==> src/rtl/shadow_nvreg_pkg.sv <==
package shadow_nvreg_pkg;

  // Strobes from the control unit to the datapath.
  typedef struct packed {
    logic load;      // reload every shadow word from its nonvolatile word
    logic shadowWr;  // write wrData into the shadow word at addr
    logic capture;   // latch addr/data for a pending nonvolatile commit
    logic commit;    // write the pending value into the nonvolatile array
  } strobe_t;

endpackage

==> src/rtl/shadow_nvreg_ctrl.sv <==
module shadow_nvreg_ctrl
  import shadow_nvreg_pkg::*;
#(
  parameter int NUM_REGS      = 8,
  parameter int COMMIT_CYCLES = 6,
  parameter int ADDR_W        = 4
) (
  input  logic              clk,
  input  logic              porN,
  input  logic [ADDR_W-1:0] addr,
  input  logic              wrEn,
  input  logic              modeBitIn,
  output strobe_t           strb,
  output logic              busy,
  output logic              shadowEn
);

  localparam int CNT_W = $clog2(COMMIT_CYCLES + 1);
  localparam logic [ADDR_W-1:0] CTRL_ADDR = ADDR_W'(NUM_REGS);
  localparam logic [CNT_W-1:0]  CNT_LOAD  = CNT_W'(COMMIT_CYCLES - 1);

  logic [CNT_W-1:0] remain;
  logic accept, isData, isCtrl, lastCycle;

  assign accept    = porN && wrEn && !busy;
  assign isData    = addr < CTRL_ADDR;
  assign isCtrl    = addr == CTRL_ADDR;
  assign lastCycle = busy && (remain == '0);

  always_comb begin
    strb          = '0;
    strb.load     = !porN;
    strb.shadowWr = accept && isData;
    strb.capture  = accept && isData && !shadowEn;
    strb.commit   = porN && lastCycle;
  end

  always_ff @(posedge clk) begin
    if (!porN) begin
      busy     <= 1'b0;
      remain   <= '0;
      shadowEn <= 1'b0;
    end else begin
      if (busy) begin
        if (lastCycle) busy <= 1'b0;
        else           remain <= remain - 1'b1;
      end
      if (strb.capture) begin
        busy   <= 1'b1;
        remain <= CNT_LOAD;
      end
      if (accept && isCtrl) shadowEn <= modeBitIn;
    end
  end

endmodule

==> src/rtl/shadow_nvreg_dp.sv <==
module shadow_nvreg_dp
  import shadow_nvreg_pkg::*;
#(
  parameter int NUM_REGS = 8,
  parameter int DATA_W   = 8,
  parameter int ADDR_W   = 4,
  parameter int NV_SEED  = 48
) (
  input  logic              clk,
  input  strobe_t           strb,
  input  logic [ADDR_W-1:0] addr,
  input  logic [DATA_W-1:0] wrData,
  input  logic              shadowEn,
  output logic [DATA_W-1:0] rdData
);

  localparam int IDX_W = (NUM_REGS > 1) ? $clog2(NUM_REGS) : 1;
  localparam logic [ADDR_W-1:0] CTRL_ADDR = ADDR_W'(NUM_REGS);

  logic [DATA_W-1:0] nvMem     [NUM_REGS];
  logic [DATA_W-1:0] shadowMem [NUM_REGS];
  logic [IDX_W-1:0]  pendIdx;
  logic [DATA_W-1:0] pendData;
  logic [IDX_W-1:0]  idx;

  assign idx = IDX_W'(addr);

  // Nonvolatile array model: content survives porN, seeded at first power-up.
  initial begin
    for (int i = 0; i < NUM_REGS; i++) nvMem[i] = DATA_W'(NV_SEED + i);
  end

  always_ff @(posedge clk) begin
    if (strb.commit) nvMem[pendIdx] <= pendData;
  end

  always_ff @(posedge clk) begin
    if (strb.capture) begin
      pendIdx  <= idx;
      pendData <= wrData;
    end
  end

  // One shadow word per register, each with its own write decode.
  for (genvar g = 0; g < NUM_REGS; g++) begin : gShadow
    logic hit;
    assign hit = strb.shadowWr && (idx == IDX_W'(g));
    always_ff @(posedge clk) begin
      if (strb.load)  shadowMem[g] <= nvMem[g];
      else if (hit)   shadowMem[g] <= wrData;
    end
  end

  always_comb begin
    if (addr == CTRL_ADDR)
      rdData = {{(DATA_W-1){1'b0}}, shadowEn};
    else if (addr < CTRL_ADDR)
      rdData = shadowMem[idx];
    else
      rdData = '0;
  end

endmodule

==> src/rtl/shadow_nvreg.sv <==
module shadow_nvreg
  import shadow_nvreg_pkg::*;
#(
  parameter int NUM_REGS      = 8,
  parameter int DATA_W        = 8,
  parameter int COMMIT_CYCLES = 6,
  parameter int NV_SEED       = 48,
  localparam int ADDR_W       = $clog2(NUM_REGS + 1)
) (
  input  logic              clk,
  input  logic              porN,
  input  logic [ADDR_W-1:0] addr,
  input  logic              wrEn,
  input  logic [DATA_W-1:0] wrData,
  output logic [DATA_W-1:0] rdData,
  output logic              busy
);

  strobe_t strb;
  logic    shadowEn;

  shadow_nvreg_ctrl #(
    .NUM_REGS(NUM_REGS), .COMMIT_CYCLES(COMMIT_CYCLES), .ADDR_W(ADDR_W)
  ) u_ctrl (
    .clk(clk), .porN(porN), .addr(addr), .wrEn(wrEn),
    .modeBitIn(wrData[0]), .strb(strb), .busy(busy), .shadowEn(shadowEn)
  );

  shadow_nvreg_dp #(
    .NUM_REGS(NUM_REGS), .DATA_W(DATA_W), .ADDR_W(ADDR_W), .NV_SEED(NV_SEED)
  ) u_dp (
    .clk(clk), .strb(strb), .addr(addr), .wrData(wrData),
    .shadowEn(shadowEn), .rdData(rdData)
  );

endmodule

==> config.mk <==
export PLATFORM = sky130hd
export DESIGN_NAME = shadow_nvreg
export DESIGN_NICKNAME = d
export VERILOG_FILES = /design/src/rtl/shadow_nvreg_pkg.sv /design/src/rtl/shadow_nvreg_ctrl.sv /design/src/rtl/shadow_nvreg_dp.sv /design/src/rtl/shadow_nvreg.sv
export SDC_FILE = /design/constraint.sdc
export NUM_CORES = 1
export LEC_CHECK = 0
export BUFFER_PORTS_ARGS = -buffer_cell sky130_fd_sc_hd__buf_2
export CELL_PAD_IN_SITES_DETAIL_PLACEMENT = 0
export CELL_PAD_IN_SITES_GLOBAL_PLACEMENT = 1
export CORE_ASPECT_RATIO = 1.4
export CORE_MARGIN = 2
export CORE_UTILIZATION = 50
export DETAILED_ROUTE_END_ITERATION = 16
export GPL_TIMING_DRIVEN = 0
export PLACE_DENSITY = 0.78
export SKIP_CTS_REPAIR_TIMING = 1
export SLEW_MARGIN = 30
export SYNTH_ARGS = -nofsm -noshare
export SYNTH_HDL_FRONTEND = slang
export SYNTH_SLANG_ARGS = --single-unit
==> constraint.sdc <==
create_clock -name clk -period 3.2 [get_ports clk]
set_input_delay 0.64 -clock clk [delete_from_list [all_inputs] [get_ports clk]]
set_output_delay 0.64 -clock clk [all_outputs]
set_load 0.02 [all_outputs]
* Word-level counts from Yosys, hierarchy flattened
Memories as Yosys holds them, arrays and structs flattened. Cells that the tools add are included.
Word-level totals: register bits after elaboration 16, RAM bits 128, input port bits 15, memories 2
Memory list:
- u_dp.nvMem | words 8, width 8, rd ports 8, clocked after Yosys merged registers in 0, wr ports 1, line shadow_nvreg_dp.sv:20 | logic [DATA_W-1:0] nvMem [NUM_REGS];
- u_dp.shadowMem | words 8, width 8, rd ports 1, clocked after Yosys merged registers in 0, wr ports 8, line shadow_nvreg_dp.sv:21 | logic [DATA_W-1:0] shadowMem [NUM_REGS];
Operators by class: $add $sub $neg 1, order comparisons 1, equal/unequal tests 9, muxes and demuxes 43, bitwise operators 10, reductions and logical operators 23
Operator list (number):
- 2-to-1 mux 8 bit | 10
- 2-to-1 mux 1 bit | 30
- logical AND 1 bit | 15
- == test 3 bit, second input constant | 4
- 2-to-1 mux 3 bit | 3
- bitwise OR 1 bit | 8
- == test 3 x 2 -> 1 bit, second input constant | 2
- logical NOT 3 bit | 2
- == test 4 bit, second input constant | 1
- less-than comparator 4 bit, second input constant | 1
- AND reduction 2 bit | 2
- == test 3 x 1 -> 1 bit, second input constant | 1
- subtractor 3 x 1 -> 3 bit, second input constant | 1
- logical NOT 1 bit | 2
- != test 2 bit, second input constant | 1
- NOT 1 bit | 2
- nonzero test 2 bit | 1
- OR reduction 2 bit | 1

* Longest topological paths before layout
Gate-level depths: netlist (run 1).
depth after elaboration 8, mapped depth 6

* Modules after synthesis
A second synthesis (run 1) with hierarchy kept.
Second synthesis, totals: cell total of the unflattened synthesis 330, area, all modules 6013.3 um^2
By module, submodules not included:
- shadow_nvreg_dp | instances 1, cells each 303, area each 5734.2 um^2, seq. area each 4174.0 um^2
- shadow_nvreg_ctrl | instances 1, cells each 27, area each 279.0 um^2, seq. area each 100.1 um^2

* Worst setup path after synthesis (run 1)
OpenSTA, ideal clock, no wires.
path type in2out, start input port addr[0], end output port rdData[2], data arrival time 1.879 ns, required time 2.560 ns, path slack 0.681 ns, stages on the path 5, path through buf_4 > buf_2 > mux4_2 > mux2i_1 > nor2_1
Between the ends: longest elaborated chain between the ends 3, elaborated cells between the ends (all ways) 5, those cells by class 1 x order compare; 1 x eq/ne; 2 x mux; 1 x memory
RTL lines:
- from (decl) | line shadow_nvreg.sv:12 | input logic [ADDR_W-1:0] addr,
- memory read (8 x 8 bit) / less-than comparator 4 bit (equally long branches)
- 2-to-1 mux 8 bit | line shadow_nvreg_dp.sv:57 | else if (addr < CTRL_ADDR)
- 2-to-1 mux 8 bit (*) | line shadow_nvreg_dp.sv:55 | if (addr == CTRL_ADDR)
- to (decl) | line shadow_nvreg.sv:15 | output logic [DATA_W-1:0] rdData,
Mark *: on every way between the ends. The rest lies on a longest branch, timed or not.

* Worst setup path in the final report (run 1)
start input port addr[1], end output port rdData[7]
Same word-level chain as after synthesis.

==> impl_metrics.tcl, run 1 <==
set metrics [dict create \
    outcome "completed" \
    rsz0062_at_grt "false" \
    synth_area_leaders "edfxtp_1 (70%), mux2_2 (12%), mux4_2 (5.7%)" \
    clk_latency_ps 410 \
    post_drt_wl_per_cell_um 23.75 \
    power.total_mw 4.479 \
    ys.flop_type "edfxtp_1" \
    crit_chain "buf_2, buf_2, clkbuf_1, mux4_2, mux2i_1, nor2_1, buf_2" \
    grt_max_degree 17 \
    drt-total-wl_um 12210 \
    synth_top_area_cell "edfxtp_1" \
    clockBufferDepth 2 \
    start_util_pct 50.96 \
    slew_headroom_pct 41.22 \
    end_kind "primary output" \
    worstSetupStartpointType "primary input" \
    remaining_drc_errors 0 \
    power-per-cell-area_nw_per_um2 645.2 \
    finalWeightedCongestion 0.7915 \
    worstMarginPinSlew_ps 878.5 \
    avgSynthCellArea_um2 19.24 \
    skew_ps 6.037 \
    hold_viol 0 \
    gr-usage-all-layers_pct 21.00 \
    fmax_mhz 332.1 \
    hp-start "addr[0]" \
    worstHoldEndpoint "u_dp.pendIdx[0]$_DFFE_PP_" \
    cts_buffers 17 \
    yosysSeqAreaShare_pct 71.67 \
    n_fill_cell 839 \
    synthDistinctLibCells 37 \
    hp-class "in2reg" \
    grt_pass1_vias 3115 \
    fin_crit_sh_pct 94.08 \
    antenna_found_initial 0 \
    dp_hpwl_um 8180 \
    path_max_fanout 10 \
    stdcell_count 514 \
    finalSetupTns_ps 0 \
    arrival_ps 2370 \
    core_area_um2 11700 \
    drive_above_1_share_pct 41.42 \
    placementRows 47 \
    port_buffers 23 \
    netlist_area_um2 5963 \
    r2r_end "u_dp.shadowMem[3][0]$_DFFE_PP_" \
    hold_depth 1 \
    maxCapViolations 0 \
    path_class "in2out" \
    finalInstanceArea_um2 6942 \
    placed_cell_area_um2 6290 \
    die_h_um 133.2 \
    synth_edf_count 139 \
    dr.pass1.iters 4 \
    total_leakage_power_nw 2.410 \
    ios 24 \
    crit_required_ps 2560 \
    synth.most_common_cell "edfxtp_1" \
    synthCells 310 \
    dp.cells 482 \
    diodes 0 \
    setup_viol 0 \
    peakVddDrop_mv 0.4545 \
    holdWs_ps 423.2 \
    ys_ff_latch 144 \
    yosys-top-cells-count "edfxtp_1 (139), mux2_2 (63), nor2_1 (16), mux4_2 (15), mux2i_1 (10)" \
    via_per_inst 5.570 \
    ff_latch_area_um2 4274 \
    synth_warnings 0 \
    r2r_setup_slack_ps 910 \
    synth_top_cell_area_share_pct 70.00 \
    slowest_delay_ps 570 \
    cpMaxStageDelayCell "clkbuf_1" \
    die_x_um 96.30 \
    path_clk_slew_ps 60 \
    dieArea_um2 12830 \
    drt_iter0_markers 223 \
    fin_crit_ps 3011 \
    grt_overflow 0 \
    layout-area-overhead-vs-synth_pct 16.41 \
    final_max_slew_viol_count 0 \
    cts_sinks 144 \
    grt_first_pass_wirelength_um 18490 \
    nets 371 \
    async_flop_share_pct 0 \
    ant_nets 0 \
    timing.rr.start "u_ctrl.busy$_SDFF_PN0_" \
    vias 2863 \
    syn_nets 327 \
    cts_root_buffer "clkbuf_16" \
    cts_max_level 4 \
    crit_top_cell "buf_2" \
    tritoncts "yes" \
    reg2regPathDepth 4 \
    multi_input_area_um2 1614 \
]
==> critical path: cells and delay by family <==
family / cells / cell delay, ps
simple gates: 1 / 70
mux: 2 / 600
buf+inv: 4 / 1040
==> through the flow <==
stage / worst slack, ps / util, %
after detailed placement: 149.7 / 53.75
after global routing: 80.89 / 59.32
after global placement: 125.1 / 53.51
final: 189.3 / 59.32
after floorplan: 680.7 / -
after CTS: 155.5 / 59.32
==> placed cells by master, fill, tap and decap left out, types with 3 or more instances in the layout <==
cell	count
dfxtp_1	5
nor2_1	15
nand2_1	6
edfxtp_1	139
buf_2	30
nand2b_1	6
inv_1	7
mux2i_1	10
nor3_2	3
bufinv_16	6
clkbuf_1	6
clkbuf_16	17
buf_4	4
mux2_2	63
o21a_1	3
mux4_2	15
==> layer usage <==
metal | up-vias | global-route usage (%) | wire, um
met4 | 0 | 7.199 | 302
met5 | - | 0 | 0
met2 | 80 | 37.04 | 6765
met3 | 13 | 4.468 | 622
li1 | 1323 | - | -
met1 | 1447 | 25.13 | 4515
==> layout make-up <==
| type | count | share of cell area, % |
|---|---|---|
| multi-input combinational | 147 | 23.25 |
| inverter | 7 | 0.3785 |
| clock buffer | 21 | 6.345 |
| sequential | 144 | 61.57 |
| tap | 147 | 2.650 |
| timing repair buffer | 25 | 1.875 |
| buffer | 12 | 0.8832 |
| clock inverter | 11 | 3.046 |
==> worst max path at each step <==
stage            start         to  slack, ps  cells after the start
2_1_floorplan  addr[0]  rdData[2]        680                      5
3_3_place_gp   addr[1]  rdData[1]        130                      7
3_5_place_dp   addr[1]  rdData[1]        150                      7
4_1_cts        addr[1]  rdData[1]        160                      7
5_1_grt        addr[1]  rdData[1]         80                      7
6_report       addr[1]  rdData[7]        190                      7
==> power by group <==
part	internal (mW)	switching (mW)	total [mW]
logic	0.0703	0.120	0.190
clock network	1.46	0.718	2.18
registers	2.09	0.0177	2.11
total	3.62	0.856	4.48
==> registers in the layout, summed over array words and instances, names as in the netlist <==
| name | count |
|---|---|
| u_dp.shadowMem | 64 |
| u_ctrl.remain | 3 |
| u_ctrl.busy | 1 |
| u_ctrl.shadowEn | 1 |
| u_dp.pendIdx | 3 |
| u_dp.nvMem | 64 |
| u_dp.pendData | 8 |
==> cell families (layout without fill, tap and decap cells) <==
family	Yosys count	in the layout	share of synthesized area, %
AO/OA/AOI/OAI	8	8	1.028
AND/OR/NAND/NOR	47	47	5.833
adder cells (fa/ha/maj)	2	2	0.4196
XOR/XNOR	1	1	0.1469
flip-flops	144	144	71.67
buffers and inverters	19	76	1.469
multiplexers	89	89	19.43
(Power assumes the default switching activity.)
==> run 2, diff against run 1 <==
- CORE_UTILIZATION: 50 -> 30
- PLACE_DENSITY: 0.78 -> 0.53
==> run 2 against run 1 <==
Compared with the run above:
- non-clock buffer count unchanged
- count of clock-buffer cells in the layout decreased by 3
- register-to-register slack got worse by 180 ps
- hold slack got worse by 15 ps
- total power decreased by 0.90%
- clock skew increased by 3.6 ps
- first-iteration DRC count decreased by 45%
- final cell count increased by 20%
- routed wire length increased by 15%
- sequential power about the same
- critical path depth unchanged
- clock power decreased by 2%
- critical endpoint is now rdData[1]
- largest power group unchanged
==> impl_metrics.tcl, run 2 (synthesis results as in run 1) <==
set metrics [dict create \
    peakVddDrop_mv 0.3429 \
    most-common-layout-cells "edfxtp_1 (139), mux2_2 (63), buf_2 (30)" \
    setup_viol 0 \
    die_h_um 170.8 \
    ios 24 \
    fmax_mhz 333.0 \
    grt_first_pass_wirelength_um 20680 \
    skew_ps 9.645 \
    end_kind "primary output" \
    final_max_slew_viol_count 0 \
    cts_buffers 17 \
    slew_headroom_pct 35.07 \
    total_leakage_power_nw 2.399 \
    drt_iter0_markers 123 \
    crit_required_ps 2560 \
    cts_max_level 4 \
    clockBufferDepth 2 \
    post_drt_wl_per_cell_um 22.70 \
    stdcell_count 619 \
    gr-usage-all-layers_pct 14.46 \
    remaining_drc_errors 0 \
    arrival_ps 2360 \
    dieArea_um2 21040 \
    hold_viol 0 \
    reg_top3 "u_dp.nvMem: 64 flops, u_dp.shadowMem: 64 flops, u_dp.pendData: 8 flops" \
    start_util_pct 30.28 \
    ant_nets 0 \
    via_per_inst 4.643 \
    fin_crit_sh_pct 93.85 \
    cts_root_buffer "clkbuf_16" \
    hp-class "in2reg" \
    vias 2874 \
    finalWeightedCongestion 0.7980 \
    die_x_um 123.2 \
    hold_depth 1 \
    nets 371 \
    grt_pass1_vias 3137 \
    layout-area-overhead-vs-synth_pct 18.44 \
    path_clk_slew_ps 60 \
    outcome "completed" \
    path_max_fanout 10 \
    clk_latency_ps 420 \
    final_common_cell "edfxtp_1" \
    worstSetupStartpointType "primary input" \
    port_buffers 23 \
    grt_max_degree 17 \
    tritoncts "yes" \
    drt-total-wl_um 14050 \
    path_class "in2out" \
    cts_sinks 144 \
    diodes 0 \
    antenna_found_initial 0 \
    worstMarginPinSlew_ps 970.3 \
    rsz0062_at_grt "false" \
    fin_crit_ps 3003 \
    placementRows 61 \
    grt_overflow 0 \
    reg2regPathDepth 4 \
    holdWs_ps 408.5 \
    dp_hpwl_um 9419 \
    dp.cells 587 \
    drive_above_1_share_pct 42.78 \
    core_area_um2 19690 \
    power-per-cell-area_nw_per_um2 628.4 \
    dr.pass1.iters 4 \
    maxCapViolations 0 \
]
## run 2: layout make-up
type                    instances  area [um^2]
fillers                      1866        12630
flip-flops and latches        144         4274
multi-input cells             147         1617
clock buffers                  18        429.2
well taps                     252        315.3
clock inverters                14        205.2
repair buffers                 25        133.9
plain buffers                  12        62.56
inverters                       7        26.28
## run 2: path summary, 6_finish.rpt
check	from	end	slack [ps]
max	addr[0]	rdData[1]	200
min	addr[0]	u_dp.pendIdx[0]$_DFFE_PP_	410
max reg2reg	u_ctrl.busy$_SDFF_PN0_	u_dp.shadowMem[3][0]$_DFFE_PP_	730
min reg2reg	u_ctrl.remain[1]$_SDFFE_PP0P_	u_ctrl.remain[1]$_SDFFE_PP0P_	520
## run 2: layer usage
layer / share of wire, % / GRT usage, % / vias up
li1: - / - / 1329
met1: 39 / 16.49 / 1463
met2: 55 / 25.94 / 66
met3: 3.8 / 3.300 / 16
met4: 1.9 / 5.484 / 0
met5: 0 / 0 / -
## run 2: through the flow
stage	util (%)	power (mW)	cell area (um^2)	TNS (ps)	worst slack, ps
2_1_floorplan	-	2.263	5963	0	680.7
3_3_place_gp	32.47	2.352	6394	-12.09	-12.09
3_5_place_dp	32.63	2.357	6425	0	4.082
4_1_cts	35.85	4.484	7059	-4.486	-4.486
5_1_grt	35.87	4.563	7063	0	20.57
6_report	35.87	4.439	7063	0	196.7
## run 2: worst max-delay path, cell delays in order
cell and delay, ps:
buf_2 80, buf_4 200, buf_2 420, mux4_2 590, mux2i_1 170, nor2_1 90, buf_2 170
## run 2: power by group
group / switching [mW] / internal [mW]
Sequential: 0.0177 / 2.09
Combinational: 0.128 / 0.0705
Clock: 0.806 / 1.32
